===== config.mk =====
export PLATFORM = sky130hd
export DESIGN_NAME = conv_i2c_slave
export DESIGN_NICKNAME = d
export VERILOG_FILES = /design/src/rtl/i2cs_pkg.sv /design/src/rtl/i2cs_line_sync.sv /design/src/rtl/i2cs_cfg_reg.sv /design/src/rtl/conv_i2c_slave.sv
export SDC_FILE = /design/constraint.sdc
export NUM_CORES = 1
export LEC_CHECK = 0
export CAP_MARGIN = 15
export CORE_ASPECT_RATIO = 1.4
export CORE_MARGIN = 3
export CORE_UTILIZATION = 33
export DETAILED_ROUTE_END_ITERATION = 8
export HOLD_SLACK_MARGIN = 0.02
export MAX_ROUTING_LAYER = met4
export SLEW_MARGIN = 20
export SYNTH_ARGS = -nofsm -noshare
export SYNTH_HDL_FRONTEND = slang
export SYNTH_SLANG_ARGS = --single-unit

===== constraint.sdc =====
create_clock -name clk -period 2 [get_ports clk]
set_input_delay 0.4 -clock clk [delete_from_list [all_inputs] [get_ports clk]]
set_output_delay 0.4 -clock clk [all_outputs]
set_load 0.005 [all_outputs]

===== src/rtl/i2cs_pkg.sv =====
package i2cs_pkg;
  typedef enum logic [1:0] {ST_IDLE, ST_RX, ST_TX, ST_SKIP} bus_state_e;
  typedef enum logic [1:0] {K_ADDR, K_WR, K_GC} byte_kind_e;

  localparam logic [7:0] CFG_DEFAULT  = 8'h8C;
  localparam logic [7:0] GC_CODE_RST  = 8'h06;
  localparam logic [7:0] GC_CODE_KEEP = 8'h04;
  localparam logic [3:0] ADDR_HIGH    = 4'b1001;
  localparam logic [4:0] HS_PREFIX    = 5'b00001;
endpackage


===== src/rtl/i2cs_line_sync.sv =====
module i2cs_line_sync #(
  parameter int STAGES = 2
) (
  input  logic clk,
  input  logic rst_n,
  input  logic scl_i,
  input  logic sda_i,
  output logic sda_lvl,
  output logic scl_rise,
  output logic scl_fall,
  output logic start_evt,
  output logic stop_evt
);
  localparam int LINES = 2;

  logic [LINES-1:0] raw;
  logic [LINES-1:0] lvl;
  logic [LINES-1:0] prev_q;

  assign raw = {scl_i, sda_i};

  for (genvar g = 0; g < LINES; g++) begin : g_line
    logic [STAGES-1:0] pipe_q;
    always_ff @(posedge clk or negedge rst_n) begin
      if (!rst_n) pipe_q <= '1;
      else        pipe_q <= {pipe_q[STAGES-2:0], raw[g]};
    end
    assign lvl[g] = pipe_q[STAGES-1];
  end

  always_ff @(posedge clk or negedge rst_n) begin
    if (!rst_n) prev_q <= '1;
    else        prev_q <= lvl;
  end

  // bit 1 = clock line, bit 0 = data line
  assign sda_lvl   = lvl[0];
  assign scl_rise  = lvl[1] & ~prev_q[1];
  assign scl_fall  = ~lvl[1] & prev_q[1];
  assign start_evt = lvl[1] & prev_q[1] & prev_q[0] & ~lvl[0];
  assign stop_evt  = lvl[1] & prev_q[1] & ~prev_q[0] & lvl[0];
endmodule


===== src/rtl/i2cs_cfg_reg.sv =====
module i2cs_cfg_reg
  import i2cs_pkg::*;
#(
  parameter int CFG_W = 8
) (
  input  logic             clk,
  input  logic             rst_n,
  input  logic             wr_en,
  input  logic [CFG_W-1:0] wr_data,
  input  logic             gc_reset,
  output logic [CFG_W-1:0] cfg,
  output logic             conv_start,
  output logic             soft_reset
);
  logic [CFG_W-1:0] cfg_n;

  always_comb begin
    cfg_n = cfg;
    if (gc_reset)   cfg_n = CFG_DEFAULT;
    else if (wr_en) cfg_n = {wr_data[7], 2'b00, wr_data[4:0]};
  end

  always_ff @(posedge clk or negedge rst_n) begin
    if (!rst_n) begin
      cfg        <= CFG_DEFAULT;
      conv_start <= 1'b0;
      soft_reset <= 1'b0;
    end else begin
      cfg        <= cfg_n;
      conv_start <= wr_en & wr_data[7] & ~gc_reset;
      soft_reset <= gc_reset;
    end
  end
endmodule


===== src/rtl/conv_i2c_slave.sv =====
module conv_i2c_slave
  import i2cs_pkg::*;
#(
  parameter logic [2:0] ADDR_LOW    = 3'b000,
  parameter int         SYNC_STAGES = 2,
  parameter int         RES_W       = 16,
  parameter int         CFG_W       = 8
) (
  input  logic             clk,
  input  logic             rst_n,
  input  logic             scl_i,
  input  logic             sda_i,
  output logic             sda_oe_o,
  input  logic [RES_W-1:0] result_i,
  output logic [CFG_W-1:0] cfg_o,
  output logic             conv_start_o,
  output logic             soft_reset_o,
  output logic             hs_mode_o
);
  localparam logic [6:0] DEV_ADDR = {ADDR_HIGH, ADDR_LOW};
  localparam logic [3:0] BITS     = 4'd8;

  // reset: asserted asynchronously, released on a clock edge
  logic [1:0] rst_pipe_q;
  logic       rst_core_n;
  always_ff @(posedge clk or negedge rst_n) begin
    if (!rst_n) rst_pipe_q <= 2'b00;
    else        rst_pipe_q <= {rst_pipe_q[0], 1'b1};
  end
  assign rst_core_n = rst_pipe_q[1];

  logic sda_lvl, scl_rise, scl_fall, start_evt, stop_evt;

  i2cs_line_sync #(.STAGES(SYNC_STAGES)) u_sync (
    .clk(clk), .rst_n(rst_core_n), .scl_i(scl_i), .sda_i(sda_i),
    .sda_lvl(sda_lvl), .scl_rise(scl_rise), .scl_fall(scl_fall),
    .start_evt(start_evt), .stop_evt(stop_evt)
  );

  logic             cfg_we, gc_rst;
  logic [CFG_W-1:0] cfg_wd;

  i2cs_cfg_reg #(.CFG_W(CFG_W)) u_cfg (
    .clk(clk), .rst_n(rst_core_n), .wr_en(cfg_we), .wr_data(cfg_wd),
    .gc_reset(gc_rst), .cfg(cfg_o), .conv_start(conv_start_o),
    .soft_reset(soft_reset_o)
  );

  bus_state_e       state_q, state_n;
  byte_kind_e       kind_q, kind_n;
  logic [3:0]       bitcnt_q, bitcnt_n;
  logic [7:0]       shreg_q, shreg_n;
  logic             drive_q, drive_n;
  logic             ack_q, ack_n;
  logic [1:0]       rd_idx_q, rd_idx_n;
  logic             wr_done_q, wr_done_n;
  logic             hs_q, hs_n;
  logic [RES_W-1:0] res_q, res_n;

  function automatic logic [7:0] rd_byte(input logic [1:0] idx);
    case (idx)
      2'd0:    rd_byte = res_q[RES_W-1 -: 8];
      2'd1:    rd_byte = res_q[7:0];
      2'd2:    rd_byte = cfg_o;
      default: rd_byte = 8'hFF;
    endcase
  endfunction

  logic       addr_hit, addr_gc, addr_hs, byte_ack;
  logic [7:0] next_tx;

  assign addr_hit = (shreg_q[7:1] == DEV_ADDR);
  assign addr_gc  = (shreg_q == 8'h00);
  assign addr_hs  = (shreg_q[7:3] == HS_PREFIX);
  assign next_tx  = rd_byte(rd_idx_q);

  always_comb begin
    byte_ack = 1'b0;
    case (kind_q)
      K_ADDR:  byte_ack = addr_hit | addr_gc;
      K_WR:    byte_ack = ~wr_done_q;
      default: byte_ack = (shreg_q == GC_CODE_RST) | (shreg_q == GC_CODE_KEEP);
    endcase
  end

  always_comb begin
    state_n = state_q;  kind_n = kind_q;  bitcnt_n = bitcnt_q;
    shreg_n = shreg_q;  drive_n = drive_q; ack_n = ack_q;
    rd_idx_n = rd_idx_q; wr_done_n = wr_done_q; hs_n = hs_q; res_n = res_q;
    cfg_we = 1'b0; cfg_wd = shreg_q; gc_rst = 1'b0;

    if (stop_evt) begin
      state_n = ST_IDLE; drive_n = 1'b0; hs_n = 1'b0; bitcnt_n = '0;
    end else if (start_evt) begin
      state_n = ST_RX; kind_n = K_ADDR; bitcnt_n = '0;
      drive_n = 1'b0; wr_done_n = 1'b0;
    end else begin
      case (state_q)
        ST_RX: begin
          if (scl_rise && bitcnt_q <= BITS) begin
            if (bitcnt_q < BITS) shreg_n = {shreg_q[6:0], sda_lvl};
            bitcnt_n = bitcnt_q + 4'd1;
          end
          if (scl_fall && bitcnt_q == BITS) begin
            ack_n   = byte_ack;
            drive_n = byte_ack;
            if (kind_q == K_ADDR) begin
              if (addr_hs)  hs_n  = 1'b1;
              if (addr_hit) res_n = result_i;
            end else if (kind_q == K_WR && byte_ack) begin
              cfg_we = 1'b1; wr_done_n = 1'b1;
            end else if (kind_q == K_GC && shreg_q == GC_CODE_RST) begin
              gc_rst = 1'b1;
            end
          end else if (scl_fall && bitcnt_q == BITS + 4'd1) begin
            drive_n  = 1'b0;
            bitcnt_n = '0;
            if (!ack_q) state_n = ST_SKIP;
            else if (kind_q == K_ADDR) begin
              if (addr_hit && shreg_q[0]) begin
                state_n  = ST_TX;
                shreg_n  = rd_byte(2'd0);
                drive_n  = ~res_q[RES_W-1];
                rd_idx_n = 2'd1;
              end else if (addr_hit) kind_n = K_WR;
              else                   kind_n = K_GC;
            end
          end
        end
        ST_TX: begin
          if (scl_rise && bitcnt_q <= BITS) begin
            bitcnt_n = bitcnt_q + 4'd1;
            if (bitcnt_q == BITS) ack_n = ~sda_lvl;
          end
          if (scl_fall) begin
            if (bitcnt_q >= 4'd1 && bitcnt_q < BITS) begin
              shreg_n = {shreg_q[6:0], 1'b1};
              drive_n = ~shreg_q[6];
            end else if (bitcnt_q == BITS) begin
              drive_n = 1'b0;
            end else if (bitcnt_q == BITS + 4'd1) begin
              bitcnt_n = '0;
              if (ack_q) begin
                shreg_n  = next_tx;
                drive_n  = ~next_tx[7];
                rd_idx_n = (rd_idx_q == 2'd3) ? 2'd3 : rd_idx_q + 2'd1;
              end else begin
                state_n = ST_SKIP; drive_n = 1'b0;
              end
            end
          end
        end
        default: ;
      endcase
    end
  end

  always_ff @(posedge clk or negedge rst_core_n) begin
    if (!rst_core_n) begin
      state_q <= ST_IDLE;  kind_q <= K_ADDR; bitcnt_q <= '0;
      shreg_q <= '0;       drive_q <= 1'b0;  ack_q <= 1'b0;
      rd_idx_q <= '0;      wr_done_q <= 1'b0; hs_q <= 1'b0;
      res_q <= '0;
    end else begin
      state_q <= state_n;  kind_q <= kind_n; bitcnt_q <= bitcnt_n;
      shreg_q <= shreg_n;  drive_q <= drive_n; ack_q <= ack_n;
      rd_idx_q <= rd_idx_n; wr_done_q <= wr_done_n; hs_q <= hs_n;
      res_q <= res_n;
    end
  end

  assign sda_oe_o  = drive_q;
  assign hs_mode_o = hs_q;
endmodule


---- Word-level counts from Yosys, hierarchy flattened ----
Cells that the tools add are included.
cells by class
  mux-type cells .......................... 101
  eq/ne operators ......................... 44
  bitwise operators ....................... 22
  reduce and logical (&&, ||, !) cells .... 32
  $add $sub $neg .......................... 2
  $lt $le $gt $ge ......................... 3
operators by type and width
  operator                                       count
  2-to-1 mux 8 bit                               14
  2-to-1 mux 2 bit                               31
  2-to-1 mux 1 bit                               39
  2-to-1 mux 4 bit                               9
  inequality test 2 bit, second input constant   16
  inequality test 4 bit, second input constant   7
  case mux 8 bit (3 select lines)                1
  nonzero test 2 bit                             12
  == test 8 x 3 -> 1 bit, second input constant  2
  case mux 8 bit (2 select lines)                1
  inequality test 5 bit, second input constant   3
  AND reduction 7 bit                            2
  AND reduction 13 bit                           1
  AND reduction 6 bit                            2
  NOT 1 bit                                      11
  AND reduction 10 bit                           1
  AND reduction 5 bit                            2
  AND 1 bit                                      9
  inequality test 3 bit, second input constant   3
  == test 2 bit, second input constant           4
  == test 4 bit, second input constant           2
  zero test 8 bit                                1
  case mux 2 bit (2 select lines)                2
  case mux 4 bit (2 select lines)                1
  other kinds (16)                               28
word-level totals
  bits in registers ....................... 56
  logic and storage cells ................. 221
  bits of input ports ..................... 20
  output and inout port bits .............. 12

---- Depth between registers and ports, before layout ----
  depth after elaboration ................. 12
  gate-level depth with buffers ........... 8
  mapped depth without buffers ............ 7

---- Cells and area by module ----
From an unflattened synthesis, not the netlist that was laid out.
second synthesis, totals
  cells, all modules ...................... 308
  area, all modules ....................... 3196.8 um^2
by module, submodules not included
  module          seq. area each (um^2)  cells each  area each (um^2)  times used
  conv_i2c_slave  1001.0                 272         2675.1            1
  i2cs_cfg_reg    203.9                  26          331.6             1
  i2cs_line_sync  157.7                  10          190.2             1

---- Worst setup path before layout ----
Ideal clock, no wire load.
  path type ............................... flip-flop to flip-flop
  start ................................... reg u_sync.prev_q[1]
  end ..................................... reg res_q[10]
  required time ........................... 1.872 ns
  buffers on the path ..................... 2
  data arrival time ....................... 1.858 ns
  period minus slack after synthesis ...... 1.986 ns
  stages on the path, launching flop included .. 7
  setup time .............................. 0.128 ns
  path slack .............................. 0.014 ns
  cell sequence ........................... dfstp_2 > buf_2 > nor2b_1 > nand4_1 > nor2_2 > buf_4 > mux2_1
between the ends
  cells in the longest elaborated chain, start to end .. 5
  elaborated cells on any way between the ends .. 10
  classes of those cells .................. 8 x bitwise; 2 x reduce/logical
RTL lines
  what                                               RTL line                                    text
  start, declared                                    i2cs_line_sync.sv:18                        logic [LINES-1:0] prev_q;
  start signal, assigned                             i2cs_line_sync.sv:33                        else prev_q <= lvl;
  AND 1 bit                                          i2cs_line_sync.sv:40, i2cs_line_sync.sv:41
  AND 1 bit, on equally long branches (2 in series)  i2cs_line_sync.sv:40, i2cs_line_sync.sv:41
  NOT 1 bit (no source line)                         --
  AND reduction 6 bit (no source line) (*)           --
  end signal, assigned                               conv_i2c_slave.sv:168                       res_q <= res_n;
  end, declared                                      conv_i2c_slave.sv:58                        logic [RES_W-1:0] res_q, res_n;
Every way passes the cells marked *; elsewhere a longest branch is shown, timed or not.
A chain may end at the register's enable or synchronous reset.

---- Final worst setup path ----
  start ................................... reg shreg_q[5], in the netlist cfg_wd[5]
  end ..................................... reg drive_q, in the netlist sda_oe_o
between the ends
  cells in the longest elaborated chain, start to end .. 10
  elaborated cells on any way between the ends .. 16
  classes of those cells .................. 3 x eq/ne; 9 x mux; 2 x bitwise; 2 x reduce/logical
RTL lines
  what                                 RTL line               text
  start, declared                      conv_i2c_slave.sv:52   logic [7:0] shreg_q, shreg_n;
  start signal, assigned               conv_i2c_slave.sv:166  shreg_q <= shreg_n; drive_q <= drive_n; ack_q <= ack_n;
  == test 7 bit                        conv_i2c_slave.sv:72   assign addr_hit = (shreg_q[7:1] == DEV_ADDR);
  logical AND 1 bit                    conv_i2c_slave.sv:120  if (addr_hit && shreg_q[0]) begin
  2-to-1 mux 1 bit                     conv_i2c_slave.sv:120
  2-to-1 mux 1 bit                     conv_i2c_slave.sv:119  else if (kind_q == K_ADDR) begin
  2-to-1 mux 1 bit                     conv_i2c_slave.sv:118  if (!ack_q) state_n = ST_SKIP;
  2-to-1 mux 1 bit                     conv_i2c_slave.sv:115  end else if (scl_fall && bitcnt_q == BITS + 4'd1) begin
  2-to-1 mux 1 bit (*)                 conv_i2c_slave.sv:104  if (scl_fall && bitcnt_q == BITS) begin
  case mux 1 bit (2 select lines) (*)  conv_i2c_slave.sv:98   case (state_q)
  2-to-1 mux 1 bit (*)                 conv_i2c_slave.sv:94   end else if (start_evt) begin
  2-to-1 mux 1 bit (*)                 conv_i2c_slave.sv:92   if (stop_evt) begin
  end signal, assigned                 conv_i2c_slave.sv:166
  end, declared                        conv_i2c_slave.sv:53   logic drive_q, drive_n;
Every way passes the cells marked *; elsewhere a longest branch is shown, timed or not. The select of a mux whose other input is x is not followed.

==> impl_summary.txt <==
----------------------------------------------------
[Outcome]
  Run status ... finished clean

[Worst setup path]
  Required time at the endpoint of the critical path ... between 2000 and 2500 ps
  Critical Path Start Type ... flop
  Largest fanout on the critical path ... 3
  Critical path start-end classification ... flop to flop
  Crit. End Element ... flop
  Signal arrival time at the worst endpoint ... ~2100 ps

[Floorplanning]
  Area of the die ... a little over 0.01 mm²
  Core footprint ... 0.00871 mm²
  Vert. Die Dim ... approximately 120 µm
  Die width ... ~87 µm
  Number of placed I/O pins ... 32
  Placement row count ... 40
  Initial Util ... between 30% and 40%

[Layout]
  Area added between synthesis and finish ... 29.7%
  Antenna diode count ... 0
  Nets ... between 300 and 400
  Fill cells ... 866
  Proportion of layout cells with a drive suffix above 1 ... between 20 and 25%
  Area of all placed cells without fillers ... 0.00388 mm²

[Synthesis]
  Share of the yosys chip area belonging to registers ... a little under half
  Most frequent cells after synthesis ... sky130_fd_sc_hd__dfrtp_1, sky130_fd_sc_hd__nand2_1, sky130_fd_sc_hd__nor2_1
  Synthesized cell area ... about 0.0030 mm²
  Yosys cell types ... slightly above 60
  Cell type with the highest aggregate area in the netlist ... sky130_fd_sc_hd__dfrtp_1
  Main flop type after synthesis ... sky130_fd_sc_hd__dfrtp_1
  Area share of the largest cell type after synthesis ... 37.6%
  Cell types with the largest area share after synthesis ... sky130_fd_sc_hd__dfrtp_1, sky130_fd_sc_hd__dfstp_2, sky130_fd_sc_hd__mux2_1, sky130_fd_sc_hd__nand2_1, sky130_fd_sc_hd__a21oi_1
  Number of synthesized flops with an enable pin ... 0
  Number of instances in the synthesized netlist ... between 300 and 400
  Syn Area/Cell ... ~9.9 µm²
  Warnings from Yosys ... 0
  Count of state elements after synthesis ... 54
  Fraction of synthesis flops using an asynchronous set or reset pin ... between 90% and 100%
  Most repeated cell in the gate-level netlist after synthesis ... sky130_fd_sc_hd__dfrtp_1

[CTS]
  Number of levels in the clock H-tree ... 2
  Clock root buffer master ... sky130_fd_sc_hd__clkbuf_16
  Number of hold-repair buffers added at the cts stage ... 0
  Number of buffers added by the clock tree synthesis step ... 5
  Clock tree sinks ... 54
  CTS tree ... done
  Clock input transition at the sequential cells of the worst setup and hold paths ... approximately 80 ps
  Max Root-Sink Buffers ... 2
  Worst-skew pair later-pin latency ... 300 ps

[Routing]
  Remaining routing DRC violations ... 0
  Detailed router's first-iteration violation count ... between 100 and 150
  Vias/cell ... 5.39
  Average detailed-routed wire length per instance ... around 17 µm
  Number of nets with antenna violations after detailed routing ... 0
  First-pass iteration count of the detailed router ... 5
  Total number of vias ... between 2000 and 3000
  Wire length reported by the detailed router ... roughly 8000 µm

[STA]
  Skew final ... roughly 11 ps
  Final Setup Violations ... 0
  Achievable Freq ... 0.527 GHz
  Post-route minimum period ... around 1900 ps
  Setup repair after global routing missed its margin ... false
  Final hold violation count ... 0
  Max-slew violation count ... 0
  Final critical-path share of the clock period ... roughly 95%
  Setup TNS Final ... 0 ps

[Global routing]
  First-pass GRT wire length ... approximately 13000 µm
  Initial antenna violation count ... 0
  Vias in the first global route ... about 2600
  Pin count of the biggest net entering global routing ... 33
  Total gr overflow ... 0
  Total routing resource utilization after global routing ... 16.6%

[Power]
  Leakage Power ... about 1.7 nW
  Worst vdd rail ir drop ... 0.574 mV
  Power density relative to cell area ... roughly 1200 mW/mm²

[Placement]
  Placed wire-length estimate ... 6050 µm
  Post-Place Cell Area ... approximately 0.0036 mm²
  Number of I/O port buffers ... 29
  Weighted congestion reported at the end of routability-driven placement ... approximately 0.9

[Run]
  Count of maximum capacitance violations ... 0

[Hold path]
  Path category of the worst min-delay check ... flop to async pin

----------------------------------------------------
-- registers in the layout, summed over array words and instances (netlist names), 2 cells and up --
register	count
rst_pipe_q	2
bitcnt_q	4
kind_q	2
u_sync.prev_q	2
cfg_wd	8
state_q	2
u_cfg.cfg	6
u_sync.g_line.pipe_q	4
rd_idx_q	2
res_q	16
-- cell type report --
type / instances / area, µm² / share of cell area, %
Clock inverter: 3 / 28.8 / 0.741
Tap cell: 105 / 131 / 3.38
Multi-Input combinational cell: 220 / 1550 / 40.0
Clock buffer: 5 / 125 / 3.22
Inverter: 10 / 37.5 / 0.967
Sequential cell: 54 / 1370 / 35.2
Timing Repair Buffer: 70 / 641 / 16.5
-- path summary, 6_finish.rpt --
check                                         from                          to  slack (ps)  cells after the start
max                          cfg_wd[5]$_DFFE_PN0P_        sda_oe_o$_DFFE_PN0P_         100                      5
min reg2reg                rst_pipe_q[1]$_DFF_PN0_  u_cfg.soft_reset$_DFF_PN0_         240                      0
max reg2reg                  cfg_wd[5]$_DFFE_PN0P_        sda_oe_o$_DFFE_PN0P_         100                      5
min                        rst_pipe_q[1]$_DFF_PN0_  u_cfg.soft_reset$_DFF_PN0_         240                      0
max in group asynchronous  rst_pipe_q[1]$_DFF_PN0_    u_cfg.cfg[2]$_DFFE_PN1P_        1170                      1
min in group clk           rst_pipe_q[0]$_DFF_PN0_     rst_pipe_q[1]$_DFF_PN0_         350                      0
-- layer usage --
| layer | GRT usage [%] | up-vias | routed length, µm |
|---|---|---|---|
| met4 | 8.28 | 0 | 295 |
| met2 | 29.1 | 55 | 4300 |
| met3 | 2.16 | 17 | 247 |
| li1 | - | 1221 | - |
| met1 | 17.9 | 1225 | 2990 |
| met5 | - | - | 0 |
-- placed cells by master (no fill, tap or decap), drive strengths merged, types with 4 or more instances in the layout --
| cell | n |
|---|---|
| dfrtp | 45 |
| a22o | 4 |
| a211o | 5 |
| clkdlybuf4s50 | 29 |
| inv | 11 |
| nor2b | 6 |
| mux2i | 7 |
| nand2 | 25 |
| nor4 | 4 |
| and2 | 5 |
| o22ai | 9 |
| nor2 | 23 |
| dfstp | 9 |
| nand2b | 5 |
| buf | 40 |
| ha | 5 |
| a211oi | 4 |
| mux2 | 23 |
| nand3 | 8 |
| o21ai | 15 |
| nor3 | 6 |
| clkbuf | 6 |
| a21oi | 17 |
-- logic make-up after synthesis --
kind of cell | Yosys count | share of synthesized area (%)
flops | 54 | 45.5
compound gates | 80 | 18.1
fa+ha+maj | 5 | 2.09
simple gates | 101 | 18.8
other cells | 2 | 0.251
buf+inv | 28 | 4.01
xor+xnor | 1 | 0.293
mux | 30 | 11.0
-- critical path, cell delays in order (launching register included) --
cell and delay (ps):
sky130_fd_sc_hd__dfrtp_1 400, sky130_fd_sc_hd__or4_4 580, sky130_fd_sc_hd__nor3_2 210, sky130_fd_sc_hd__o22ai_1 120, sky130_fd_sc_hd__a211o_1 330, sky130_fd_sc_hd__o31ai_2 170
-- power by group --
| group | total, mW | internal (mW) | switching (mW) |
|---|---|---|---|
| combinational | 2.20 | 0.989 | 1.21 |
| sequential | 1.47 | 1.26 | 0.211 |
| clock | 0.906 | 0.478 | 0.428 |
| total | 4.58 | 2.73 | 1.85 |
-- stage by stage --
step / setup WS (ps) / instances / util [%] / power (mW) / hold WS [ps]
global placement: 74.3 / 455 / 41.8 / 3.58 / 259
finish: 101 / 467 / 44.6 / 4.58 / 239
floorplan: 14.2 / 302 / - / 2.87 / 104
CTS: 31.6 / 463 / 43.6 / 4.53 / 245
global route: 9.81 / 467 / 44.6 / 4.93 / 240
detailed placement: 36.6 / 455 / 41.8 / 3.61 / 259
-- repair_timing --
| action | CTS | global route |
|---|---|---|
| buffers inserted | 0 | 3 |
| setup endpoints to repair | 0 | 29 |
| resized for setup | 0 | 11 |
Note: power is estimated with default switching activity, not from simulation.
